File: config.mk
export PLATFORM = sky130hd
export DESIGN_NAME = rmul_top
export DESIGN_NICKNAME = d
export VERILOG_FILES = /design/src/rtl/rmul_pkg.sv /design/src/rtl/rmul_seq.sv /design/src/rtl/rmul_cell.sv /design/src/rtl/rmul_tally.sv /design/src/rtl/rmul_top.sv
export SDC_FILE = /design/constraint.sdc
export NUM_CORES = 1
export LEC_CHECK = 0
export ABC_AREA = 1
export BUFFER_PORTS_ARGS = -buffer_cell sky130_fd_sc_hd__buf_2
export CAP_MARGIN = 20
export CORE_MARGIN = 2
export CORE_UTILIZATION = 40
export DETAILED_ROUTE_END_ITERATION = 7
export GPL_TIMING_DRIVEN = 0
export SLEW_MARGIN = 20
export SYNTH_ARGS = -nofsm -noshare
export SYNTH_HDL_FRONTEND = slang
export SYNTH_SLANG_ARGS = --single-unit
File: constraint.sdc
create_clock -name clk -period 4.8 [get_ports clk]
set_input_delay 1.2 -clock clk [delete_from_list [all_inputs] [get_ports clk]]
set_output_delay 1.2 -clock clk [all_outputs]
set_load 0.03 [all_outputs]
File: src/rtl/rmul_pkg.sv
package rmul_pkg;

    typedef enum logic [1:0] {
        ST_IDLE = 2'd0,
        ST_RUN  = 2'd1,
        ST_DONE = 2'd2
    } rmul_state_e;

    // Side length of the unary array for a scaled factor of the given width
    function automatic int side_len(input int scaled_w);
        return (1 << scaled_w) - 1;
    endfunction

    // Number of stream positions in the whole array
    function automatic int stream_len(input int scaled_w);
        return side_len(scaled_w) * side_len(scaled_w);
    endfunction

endpackage

File: src/rtl/rmul_seq.sv
module rmul_seq
    import rmul_pkg::*;
#(
    parameter int F = 2,
    parameter int K = 2,
    localparam int S  = F + K,
    localparam int U  = side_len(S),
    localparam int L  = stream_len(S),
    localparam int IW = $clog2(L)
) (
    input  logic         clk,
    input  logic         rst_n,
    input  logic         start,
    input  logic [F-1:0] a,
    input  logic [F-1:0] b,
    input  logic [L-1:0] mask_in,
    output logic         run,
    output logic         fin,
    output logic         clear,
    output logic [S-1:0] row,
    output logic [S-1:0] col,
    output logic [S-1:0] sa,
    output logic [S-1:0] sb,
    output logic         mask_bit
);

    localparam logic [IW-1:0] LAST_IDX = IW'(L - 1);
    localparam logic [S-1:0]  LAST_COL = S'(U - 1);

    typedef struct packed {
        rmul_state_e    st;
        logic [S-1:0]   row;
        logic [S-1:0]   col;
        logic [IW-1:0]  idx;
        logic [S-1:0]   sa;
        logic [S-1:0]   sb;
        logic [L-1:0]   mask;
    } seq_t;

    seq_t seq_d, seq_q;
    logic clear_d;

    always_comb begin
        seq_d   = seq_q;
        clear_d = 1'b0;
        case (seq_q.st)
            ST_IDLE: begin
                if (start) begin
                    seq_d.st   = ST_RUN;
                    seq_d.row  = '0;
                    seq_d.col  = '0;
                    seq_d.idx  = '0;
                    seq_d.sa   = {a, {K{1'b0}}};
                    seq_d.sb   = {b, {K{1'b0}}};
                    seq_d.mask = mask_in;
                    clear_d    = 1'b1;
                end
            end
            ST_RUN: begin
                seq_d.idx = seq_q.idx + 1'b1;
                if (seq_q.col == LAST_COL) begin
                    seq_d.col = '0;
                    seq_d.row = seq_q.row + 1'b1;
                end else begin
                    seq_d.col = seq_q.col + 1'b1;
                end
                if (seq_q.idx == LAST_IDX) begin
                    seq_d.st = ST_DONE;
                end
            end
            ST_DONE: begin
                seq_d.st = ST_IDLE;
            end
            default: begin
                seq_d.st = ST_IDLE;
            end
        endcase
    end

    always_ff @(posedge clk or negedge rst_n) begin
        if (!rst_n) begin
            seq_q <= '{st: ST_IDLE, default: '0};
        end else begin
            seq_q <= seq_d;
        end
    end

    assign run      = (seq_q.st == ST_RUN);
    assign fin      = (seq_q.st == ST_DONE);
    assign clear    = clear_d;
    assign row      = seq_q.row;
    assign col      = seq_q.col;
    assign sa       = seq_q.sa;
    assign sb       = seq_q.sb;
    assign mask_bit = seq_q.mask[seq_q.idx];

endmodule

File: src/rtl/rmul_cell.sv
module rmul_cell
    import rmul_pkg::*;
#(
    parameter int F = 2,
    parameter int K = 2,
    localparam int S    = F + K,
    localparam int U    = side_len(S),
    localparam int R    = 2 * K,
    localparam int BIAS = 1 << (R - 1)
) (
    input  logic [S-1:0] row,
    input  logic [S-1:0] col,
    input  logic [S-1:0] sa,
    input  logic [S-1:0] sb,
    input  logic         mask_bit,
    output logic         bit_out
);

    localparam logic [S-1:0] LAST_ROW = S'(U - 1);
    localparam logic [S-1:0] BIAS_COL = S'(BIAS);

    logic prod_cell;
    logic bias_cell;

    // Unary AND array: the cell is set when both thermometer codes are set
    assign prod_cell = (row < sa) && (col < sb);
    // Bias ones sit in the last row, which no scaled factor reaches
    assign bias_cell = (row == LAST_ROW) && (col < BIAS_COL);
    assign bit_out   = (prod_cell | bias_cell) ^ mask_bit;

endmodule

File: src/rtl/rmul_tally.sv
module rmul_tally #(
    parameter int CW = 8,
    parameter int R  = 4,
    parameter int PW = 4
) (
    input  logic          clk,
    input  logic          rst_n,
    input  logic          clear,
    input  logic          run,
    input  logic          bit_in,
    output logic [PW-1:0] product
);

    typedef struct packed {
        logic [CW-1:0] cnt;
    } tally_t;

    tally_t tally_d, tally_q;

    always_comb begin
        tally_d = tally_q;
        if (clear) begin
            tally_d.cnt = '0;
        end else if (run) begin
            tally_d.cnt = tally_q.cnt + CW'(bit_in);
        end
    end

    always_ff @(posedge clk or negedge rst_n) begin
        if (!rst_n) begin
            tally_q <= '0;
        end else begin
            tally_q <= tally_d;
        end
    end

    // Integer quotient by a power of two
    assign product = PW'(tally_q.cnt >> R);

endmodule

File: src/rtl/rmul_top.sv
module rmul_top
    import rmul_pkg::*;
#(
    parameter int F = 2,
    parameter int K = 2,
    localparam int S  = F + K,
    localparam int L  = stream_len(S),
    localparam int R  = 2 * K,
    localparam int CW = $clog2(L + 1),
    localparam int PW = 2 * F
) (
    input  logic          clk,
    input  logic          rst_n,
    input  logic          start,
    input  logic [F-1:0]  a,
    input  logic [F-1:0]  b,
    input  logic [L-1:0]  flip_mask,
    output logic          stream_bit,
    output logic          stream_valid,
    output logic [PW-1:0] product,
    output logic          done
);

    logic         run;
    logic         fin;
    logic         clear;
    logic [S-1:0] row;
    logic [S-1:0] col;
    logic [S-1:0] sa;
    logic [S-1:0] sb;
    logic         mask_bit;
    logic         cell_bit;

    rmul_seq #(.F(F), .K(K)) u_seq (
        .clk      (clk),
        .rst_n    (rst_n),
        .start    (start),
        .a        (a),
        .b        (b),
        .mask_in  (flip_mask),
        .run      (run),
        .fin      (fin),
        .clear    (clear),
        .row      (row),
        .col      (col),
        .sa       (sa),
        .sb       (sb),
        .mask_bit (mask_bit)
    );

    rmul_cell #(.F(F), .K(K)) u_cell (
        .row      (row),
        .col      (col),
        .sa       (sa),
        .sb       (sb),
        .mask_bit (mask_bit),
        .bit_out  (cell_bit)
    );

    rmul_tally #(.CW(CW), .R(R), .PW(PW)) u_tally (
        .clk     (clk),
        .rst_n   (rst_n),
        .clear   (clear),
        .run     (run),
        .bit_in  (cell_bit),
        .product (product)
    );

    assign stream_bit   = run & cell_bit;
    assign stream_valid = run;
    assign done         = fin;

endmodule

==> results.tsv, run 1 <==
stage	metric	value	unit
synthesis	synth_xor_area_share	0.282	%
floorplan	start_util	40.6	%
setup_path	endpoint_kind	output port	
hold_path	hp-start	u_seq.seq_q[205]	
clock_tree	cts-resized-gates	0	
placement	preCtsSetupSlack	0.906	ns
sta	finalSetupViolations	0	
global_routing	grt_pass1_wl	67400	um
run_status	outcome	finished, final reports clean	
job	drv_cap	0	
pwr	seqPwrFrac	34.8	%
routing	num_vias	12000	
final_layout	drive_gt1_share	17.1	%
clock_tree	clk_pin_slew	0.06	ns
synthesis	synth_nets	1912	
final_layout	nNetsFinal	2185	
synthesis	yosys-top-cells-area	dfrtp_1 51%, nand2_1 22%, o21ai_0 5.7%	
global_routing	grt_start_max_net_pins	79	
setup_path	path_class	reg -> out	
clock_tree	cts_tree	yes	
placement	io_buffers	238	
final_layout	multi_input_area	5050	um^2
synthesis	synth_compound_area_share	7.91	%
sta	worst_clock_skew	0.00858	ns
hold_path	hold_class	reg -> reg	
sta	min_period	4.62	ns
synthesis	syn-instance-count	1669	
routing	routedWlPerCell	18.6	um
setup_path	cp_max_fo	10	
pwr	p_sw_share	42.1	%
pwr	combPwrFrac	42.6	%
setup_path	r2r_slack	1.09	ns
clock_tree	hold_buffers	0	
synthesis	synthSimpleGateAreaFrac	31.3	%
sta	slew_headroom	30.3	%
setup_path	r2r-start	u_seq.seq_q[234]	
synthesis	netlist_top_cells_count	742 x nand2_1, 255 x dfrtp_1, 141 x o21ai_0, 132 x nor2_1, 115 x inv_1	
synthesis	syn_area	12400	um^2
clock_tree	cts_sinks	255	
pwr	internal_power	5740	uW
clock_tree	root_buffer	clkbuf_16	
final_layout	diodes	0	
pwr	p_clk_share	22.6	%
setup_path	cp-startpoint	u_seq.seq_q[234]	
setup_path	regToRegEndpoint	u_tally.tally_q[7]	
floorplan	placementRows	64	
hold_path	holdPathStages	2	
routing	viasPerCell	5.07	
global_routing	antenna_found_initial	1	
final_layout	area_growth	22.1	%
sta	fmax	0.217	GHz
floorplan	die-area	32500	um^2
global_routing	grt_usage	26.9	%
synthesis	synthMuxAreaShare	0.0906	%
sta	rsz0062_at_grt	no	
routing	routed_wl	43900	um
synthesis	yosysTopAreaCell	dfrtp_1	
setup_path	r2r_cells	19	
synthesis	ys.flop_type	dfrtp_1	
synthesis	yosys.cell_count.top_type	nand2_1	
routing	drt_iter0_drc	1263	
pwr	p_leak	0.00805	uW
final_layout	fill_cells	3173	
clock_tree	cts_max_path_buffers	3	
sta	finalCritPeriodShare	96.2	%
synthesis	async_flop_share	100	%
pwr	power.switching	4170	uW
floorplan	die_h	180	um
pwr	vdd_ir_drop_max	0.000424	V
synthesis	ys_seq_area_share	51.4	%
sta	timing.final.hold_violations	0	
placement	place_congestion	0.913	
hold_path	min_to	u_seq.seq_q[205]	
global_routing	first_global_vias	11900	
floorplan	die_w	180	um
clock_tree	cts.htree.levels	1	
sta	drv_slew	0	
final_layout	seq_area	6380	um^2
sta	setup_ws	0.184	ns
placement	place.detailed.hpwl	31500	um
synthesis	synth_edf_count	0	
sta	worst_slew_pin_slew	1.05	ns
setup_path	critPathRequiredTime	3.60	ns
sta	holdWs	0.476	ns
routing	drc	0	
synthesis	synth_top_family_by_area	simple AND/OR/NAND/NOR gates	
synthesis	ys_types	32	
synthesis	synth-adder-area-share	1.11	%
routing	ant_nets	0	
synthesis	synth-seq-cells	255	
setup_path	arrival	3.42	ns
clock_tree	clkLatencyLatePin	0.56	ns
floorplan	coreArea	30600	um^2
pwr	cellPowerDensity	653	nW/um^2
clock_tree	cts_buffers	30	
synthesis	syn_area_per_cell	7.44	um^2
global_routing	grt_overflow	0	
synthesis	synth.top_cell.area_share	51.4	%
clock_tree	cts_setup_buffers	0	
setup_path	startpoint_type	register	
floorplan	io_pins	239	
routing	drtPass1Iterations	6	
synthesis	ys_warn_count	0	
through the flow:
stage	instance area (um^2)	util, %	setup TNS [ns]	cells	total power [uW]
floorplan	12400	-	0	1669	6070
global placement	14100	46.1	-565.21	2303	7520
detailed placement	14200	46.4	0	2306	7610
CTS	15200	49.6	0	2361	9880
global route	15200	49.6	0	2361	10600
finish	15200	49.6	0	2361	9910
state kept, by name, indices dropped and copies added (netlist names):
signal	cells
u_seq.seq_q	235
u_tally.tally_q	8
u_seq.col	4
u_seq.row	4
u_seq.sa	2
u_seq.sb	2
power groups by stage:
stage	registers (uW)	logic (uW)	clock network, uW
after floorplan	3340	2730	0
after global placement	3450	4070	0
after detailed placement	3470	4140	0
after CTS	3440	4170	2270
after global routing	3540	4690	2360
final	3450	4220	2240
final cells by class:
class / instances / share of cell area (%)
inverters: 119 / 2.96
clock buffers: 45 / 5.86
plain buffers: 100 / 3.58
well taps: 396 / 3.27
clock inverters: 10 / 0.528
multi-input cells: 1195 / 33.3
flip-flops and latches: 255 / 42.1
repair buffers: 241 / 8.46
cells by family (layout without fill, tap and decap cells):
logic type | Yosys count | in the layout
and+or+nand+nor | 993 | 993
DFF | 255 | 255
buffers and inverters | 219 | 515
AOI/OAI and AO/OA | 186 | 186
adders and majority gates | 11 | 11
xor gates and xnor gates | 4 | 4
muxes | 1 | 1
metal layers:
metal / track usage [%] / share of wire, % / vias to the layer above
met1: 38.7 / 44 / 5576
met4: 8.03 / 3.0 / 0
met3: 5.21 / 9.3 / 87
met5: 0 / 0 / -
met2: 41.3 / 44 / 566
li1: - / - / 5734
how the worst max path moves through the flow:
stage	endpoint	cells past startpoint
final	stream_bit	13
after global routing	stream_bit	13
after CTS	stream_bit	13
after detailed placement	stream_bit	13
after global placement	u_seq.seq_q[32]	1
after floorplan	stream_bit	16
worst max-delay path, stage by stage (launching register included):
cell      delay, ns
dfrtp_1        0.37
buf_4          0.16
clkbuf_1       0.73
o21ai_0        0.21
o211ai_1       0.33
nand3_1        0.11
nand2_1        0.15
nand2_1        0.07
nand3_1        0.14
nand3_1        0.10
nand3_1        0.08
nand2_1        0.10
nor2_2         0.09
buf_2          0.20
placed cells by master (no fill, tap or decap), drive strengths merged:
master,instances
inv,119
mux2,1
buf,288
o32ai,1
nor2,134
and3,3
clkinv,7
a21boi,1
clkbuf,98
nor3,4
o211ai,7
o22ai,7
o31ai,2
bufinv,1
a21o,1
o21ai,149
nand3,108
ha,11
nand4,2
xor2,3
clkinvlp,2
a22o,2
a41oi,1
xnor2,1
a21oi,15
dfrtp,255
nand2,742
No activity file was read; power rests on OpenSTA's default activity.
==> run 2, diff against run 1 <==
--- a/config.mk
+++ b/config.mk
@@ -9,9 +9,9 @@
 export BUFFER_PORTS_ARGS = -buffer_cell sky130_fd_sc_hd__buf_2
 export CAP_MARGIN = 20
 export CORE_MARGIN = 2
-export CORE_UTILIZATION = 40
+export CORE_UTILIZATION = 44
 export DETAILED_ROUTE_END_ITERATION = 7
-export GPL_TIMING_DRIVEN = 0
+export PLACE_DENSITY = 0.66
 export SLEW_MARGIN = 20
 export SYNTH_ARGS = -nofsm -noshare
 export SYNTH_HDL_FRONTEND = slang
==> run 2 against run 1 <==
  * Combinational power decreased by 15%
  * Flip-flop and latch count unchanged
  * Core utilization increased by 3.6 points
  * Total power decreased by 5.8%
  * Count of clock-buffer cells in the layout decreased by 2
  * Non-clock buffer count decreased by 83
  * Clock power increased by 2%
  * Register-to-register slack improved by 0.20 ns
  * First-iteration DRC count decreased by 24%
  * Sequential power about the same
  * Global-route usage decreased by 2.8 points
  * Critical path type unchanged
  * Largest cell class unchanged
==> results.tsv, run 2 (synthesized netlist as in run 1, its figures left out) <==
stage	metric	value	unit	change
run_status	outcome	finished, final reports clean		
final_layout	nNetsFinal	2100		-3.9%
clock_tree	cts_tree	yes		
sta	rsz0062_at_grt	no		
setup_path	arrival	3.18	ns	-0.24 ns
routing	drt_iter0_drc	964		-24%
job	drv_cap	0		unchanged
setup_path	r2r-start	u_seq.seq_q[234]		
placement	preCtsSetupSlack	1.05	ns	+0.144 ns
final_layout	largest_reg_flops	235		unchanged
global_routing	first_global_vias	10800		-9.3%
sta	drv_slew	0		unchanged
final_layout	drive_gt1_share	16.9	%	-0.21 points
clock_tree	clk_pin_slew	0.06	ns	about the same
pwr	cellPowerDensity	632	nW/um^2	-3.3%
routing	routedWlPerCell	15.7	um	-16%
placement	io_buffers	238		unchanged
clock_tree	cts_max_path_buffers	3		unchanged
setup_path	crit_cells	14		+1
global_routing	grt_overflow	0		unchanged
floorplan	die_w	172	um	-4.5%
clock_tree	cts_buffers	28		-6.7%
routing	num_vias	11100		-6.9%
routing	drc	0		unchanged
hold_path	hold_class	reg -> reg		
final_layout	area_growth	19.0	%	
clock_tree	root_buffer	clkbuf_16		
clock_tree	cts-resized-gates	0		unchanged
sta	finalSetupViolations	0		unchanged
placement	place.detailed.hpwl	23700	um	-25%
clock_tree	clkLatencyLatePin	0.53	ns	-0.03 ns
sta	timing.final.hold_violations	0		unchanged
setup_path	cp-startpoint	u_seq.seq_q[234]		
clock_tree	cts.htree.levels	1		unchanged
setup_path	regToRegEndpoint	u_tally.tally_q[7]		
floorplan	coreArea	27800	um^2	-9.2%
sta	min_period	4.38	ns	-0.241 ns
setup_path	path_cells	buf_4, o21ai_0, o21ai_0, nand2_1, nand2_1, inv_1, nand2_1, nand2_1, nand3_1, nand3_1, nand3_1, nand2_1, nor2_2, buf_2		
pwr	power	9340	uW	-5.8%
clock_tree	hold_buffers	0		unchanged
setup_path	cp_top_family	simple AND/OR/NAND/NOR gates		
sta	worst_clock_skew	0.0102	ns	+0.00163 ns
setup_path	crit_path_end	stream_bit		
clock_tree	cts_setup_buffers	0		unchanged
placement	place_congestion	0.843		-7.6%
setup_path	cp_max_fo	71		+61
setup_path	endpoint_kind	output port		
final_layout	top_regs	u_seq.seq_q x235, u_tally.tally_q x8		
floorplan	die_h	172	um	-4.5%
final_layout	final_cell_mix	741 x nand2_1, 253 x dfrtp_1, 237 x buf_2		
global_routing	grt_start_max_net_pins	138		+75%
final_layout	regMostFlops	u_seq.seq_q		
clock_tree	cts_sinks	255		unchanged
final_layout	final_common_cell	nand2_1		
floorplan	io_pins	239		unchanged
global_routing	grt_usage	24.2	%	-2.8 points
routing	viasPerCell	4.94		-2.5%
setup_path	startpoint_type	register		
setup_path	critPathRequiredTime	3.60	ns	about the same
sta	setup_ws	0.425	ns	+0.241 ns
global_routing	grt_pass1_wl	56300	um	-16%
floorplan	die-area	29600	um^2	-8.9%
setup_path	path_common_cell	nand2_1		
sta	worst_slew_pin_slew	0.907	ns	-0.138 ns
floorplan	start_util	44.7	%	+4.1 points
final_layout	fill_cells	2804		-12%
placement	dp_cells	2205		-4.4%
routing	ant_nets	0		unchanged
sta	tns	0	ns	unchanged
pwr	p_leak	0.00788	uW	-2.2%
global_routing	antenna_found_initial	0		-1
routing	routed_wl	35300	um	-20%
sta	finalCritPeriodShare	91.1	%	-5.0 points
setup_path	path_buf_inv	3		unchanged
setup_path	slowest_delay	0.60	ns	-0.13 ns
setup_path	r2r_slack	1.29	ns	+0.20 ns
final_layout	final_cells	2255		-4.5%
setup_path	path_class	reg -> out		
routing	drtPass1Iterations	6		unchanged
floorplan	placementRows	61		-4.7%
setup_path	crit_slowest_cell	buf_4		
setup_path	r2r_cells	20		+1
final_layout	diodes	0		unchanged
sta	fmax	0.229	GHz	+5.5%
pwr	vdd_ir_drop_max	0.000340	V	-20%
sta	slew_headroom	39.5	%	+9.2 points
-- run 2: changes by cell type in the layout (fill, tap and decap cells not counted), sizes merged --
cell    before  now
buf        288  258
bufinv       1    3
clkbuf      98   43
clkinv       7    1
inv        119  120
-- run 2: worst reg2reg max path, delay by kind of cell, from the launching register on --
family	cells	cell delay, ns
adders and majority gates	1	0.15
buffers and inverters	5	0.88
and+or+nand+nor	11	1.12
AOI/OAI and AO/OA	2	0.55
DFF	1	0.40
muxes	1	0.36
-- run 2: how the worst min path moves through the flow --
stage / end / startpoint / depth (start not counted)
finish: u_seq.seq_q[191] / u_seq.seq_q[191] / 2
global route: u_seq.seq_q[122] / u_seq.seq_q[122] / 2
CTS: u_seq.seq_q[207] / u_seq.seq_q[207] / 2
detailed placement: u_seq.seq_q[207] / u_seq.seq_q[207] / 2
global placement: u_seq.seq_q[183] / u_seq.seq_q[183] / 2
floorplan: u_seq.seq_q[113] / u_seq.seq_q[113] / 2
-- run 2: area by class of cell --
cell class                      count  area, um^2  share of cell area [%]
Multi-Input combinational cell   1195        5060                    34.2
Inverter                          119         457                    3.09
Timing Repair Buffer              258        1400                    9.47
Clock buffer                       43         888                    6.01
Sequential cell                   255        6390                    43.2
Clock inverter                      7         119                   0.804
Tap cell                          378         473                    3.20
-- run 2: stage by stage --
stage                     hold slack (ns)  util, %  area, um^2
after floorplan                     0.444        -       12400
after global placement              0.458     49.6       13800
after detailed placement            0.461     49.6       13800
after CTS                           0.478     53.2       14800
after global routing                0.490     53.2       14800
final                               0.477     53.2       14800
-- run 2: metal layers --
| metal | share of wire, % | vias up | GRT usage, % | wire [um] |
|---|---|---|---|---|
| li1 | - | 5546 | - | - |
| met1 | 47 | 5190 | 36.2 | 16600 |
| met2 | 45 | 346 | 37.3 | 15800 |
| met3 | 5.7 | 60 | 2.68 | 2010 |
| met4 | 2.6 | 0 | 6.58 | 926 |
| met5 | 0 | - | 0 | 0 |
-- run 2: power by group --
group	internal (uW)	switching [uW]	leakage, uW
Sequential	3030	441	0.00316
Clock	1430	862	0.000491
Combinational	1250	2330	0.00423
Total	5710	3630	0.00788
==> run 3, diff against run 2 <==
--- a/config.mk
+++ b/config.mk
@@ -10,6 +10,7 @@
 export CAP_MARGIN = 20
 export CORE_MARGIN = 2
 export CORE_UTILIZATION = 44
+export CTS_BUF_LIST = sky130_fd_sc_hd__clkbuf_4 sky130_fd_sc_hd__clkbuf_8 sky130_fd_sc_hd__clkbuf_16
 export DETAILED_ROUTE_END_ITERATION = 7
 export PLACE_DENSITY = 0.66
 export SLEW_MARGIN = 20
==> run 3 against run 2 <==
  * Core utilization is essentially flat
  * Flip-flop and latch count is the same
  * Clock power is essentially flat
  * Critical path depth is the same
  * Wire length is essentially flat
  * Non-clock buffer count is the same
  * First-iteration DRC count grew 2.8%
  * Global-route usage is essentially flat
==> results.tsv, run 3 (synthesized netlist as in run 1, its figures left out) <==
stage	metric	value	unit	change
floorplan	io_pins	239		unchanged
pwr	cellPowerDensity	632	nW/um^2	about the same
final_layout	fill_cells	2804		unchanged
sta	fmax	0.230	GHz	+0.55%
setup_path	path_buf_inv	3		unchanged
routing	drt_iter0_drc	991		+2.8%
clock_tree	cts.htree.levels	1		unchanged
setup_path	startpoint_type	register		
routing	num_vias	11200		+0.48%
global_routing	grt_start_max_net_pins	138		unchanged
final_layout	top_regs	u_seq.seq_q x235, u_tally.tally_q x8		
setup_path	r2r_slack	1.31	ns	+0.02 ns
sta	finalCritPeriodShare	90.6	%	-0.50 points
sta	min_period	4.35	ns	-0.0239 ns
routing	routedWlPerCell	15.7	um	about the same
routing	drc	0		unchanged
sta	finalSetupViolations	0		unchanged
placement	place.detailed.hpwl	23700	um	unchanged
placement	io_buffers	238		unchanged
sta	tns	0	ns	unchanged
final_layout	final_cell_mix	741 x nand2_1, 253 x dfrtp_1, 237 x buf_2		
sta	holdWs	0.476	ns	-0.000619 ns
setup_path	crit_slowest_cell	buf_4		
placement	place_congestion	0.843		unchanged
global_routing	grt_pass1_wl	56300	um	about the same
pwr	vdd_ir_drop_max	0.000338	V	-0.62%
clock_tree	cts_setup_buffers	0		unchanged
global_routing	first_global_vias	10800		-0.15%
global_routing	grt_usage	24.2	%	about the same
floorplan	die_h	172	um	unchanged
clock_tree	cts_tree	yes		
clock_tree	clk_pin_slew	0.06	ns	about the same
setup_path	arrival	3.15	ns	-0.03 ns
setup_path	path_common_cell	nand2_1		
routing	routed_wl	35400	um	about the same
floorplan	start_util	44.7	%	unchanged
clock_tree	cts_buffers	28		unchanged
run_status	outcome	finished, final reports clean		
final_layout	largest_reg_flops	235		unchanged
final_layout	area_growth	19.1	%	about the same
final_layout	regMostFlops	u_seq.seq_q		
setup_path	endpoint_kind	output port		
routing	viasPerCell	4.96		+0.48%
setup_path	cp_top_family	buffers and inverters		
final_layout	final_common_cell	nand2_1		
sta	timing.final.hold_violations	0		unchanged
job	drv_cap	0		unchanged
floorplan	die-area	29600	um^2	unchanged
sta	slew_headroom	39.8	%	+0.29 points
setup_path	path_cells	buf_4, o21ai_0, o21ai_0, nand2_1, nand2_1, inv_1, nand2_1, nand2_1, nand3_1, nand3_1, nand3_1, nand2_1, nor2_2, buf_2		
global_routing	grt_overflow	0		unchanged
final_layout	diodes	0		unchanged
routing	ant_nets	0		unchanged
pwr	p_leak	0.00789	uW	+0.13%
setup_path	slowest_delay	0.61	ns	about the same
final_layout	nNetsFinal	2100		unchanged
clock_tree	clkLatencyLatePin	0.54	ns	about the same
sta	worst_slew_pin_slew	0.903	ns	-0.00439 ns
final_layout	drive_gt1_share	17.0	%	+0.16 points
floorplan	coreArea	27800	um^2	unchanged
setup_path	cp_max_fo	71		unchanged
sta	rsz0062_at_grt	no		
clock_tree	cts-resized-gates	0		unchanged
global_routing	antenna_found_initial	0		unchanged
clock_tree	cts_sinks	255		unchanged
setup_path	path_class	reg -> out		
clock_tree	cts_max_path_buffers	3		unchanged
routing	drtPass1Iterations	7		+1
floorplan	placementRows	61		unchanged
hold_path	hold_class	reg -> reg		
sta	drv_slew	0		unchanged
floorplan	die_w	172	um	unchanged
clock_tree	root_buffer	clkbuf_16		
sta	worst_clock_skew	0.00965	ns	-0.000558 ns
setup_path	critPathRequiredTime	3.60	ns	about the same
clock_tree	hold_buffers	0		unchanged
==> run 3: cell types whose count changed in the layout (fill, tap and decap cells not counted) <==
cell      delta
clkbuf_1     -3
clkbuf_4     +3
==> run 3: power by group <==
part,internal (uW),leakage (uW),switching [uW]
Combinational,1250,0.00423,2330
Clock,1440,0.000501,865
Sequential,3030,0.00316,440
==> run 3: path summary, 6_finish.rpt <==
kind / startpoint / to / cells past startpoint
max: u_seq.seq_q[234] / stream_bit / 14
min: u_seq.seq_q[191] / u_seq.seq_q[191] / 2
max reg2reg: u_seq.seq_q[234] / u_tally.tally_q[7] / 20
min reg2reg: u_seq.seq_q[191] / u_seq.seq_q[191] / 2
max in group asynchronous: rst_n / u_seq.seq_q[233] / 2
min in group asynchronous: rst_n / u_seq.seq_q[137] / 1
==> run 3: area by class of cell <==
cell class,count,area (um^2),share of cell area [%]
Sequential cell,255,6390,43.2
Multi-Input combinational cell,1195,5060,34.2
Timing Repair Buffer,258,1400,9.47
Clock buffer,43,900,6.08
Tap cell,378,473,3.20
Inverter,119,457,3.09
Clock inverter,7,119,0.803
==> run 3: per-layer routing <==
layer	vias up	GRT usage (%)	wire, um
met3	58	2.61	2030
met4	0	6.80	970
met2	383	37.3	15700
met1	5208	36.2	16700
met5	-	0	0
li1	5547	-	-
==> run 3: tightest hold or removal path: stages, from the launching register on <==
cell and delay [ns]:
dfrtp_1 0.34, nand2_1 0.05, nand2_1 0.05
==> run 3: stage by stage <==
step           area [um^2]  total power, uW  setup WS (ns)  instances  utilization [%]
6_report             14800             9360          0.449       2255             53.3
5_1_grt              14800            10100          0.182       2255             53.3
4_1_cts              14800             9410          0.472       2255             53.3
3_5_place_dp         13800             7060           1.05       2205             49.6
3_3_place_gp         13800             6960           1.10       2205             49.6
2_1_floorplan        12400             6070           1.79       1669                -
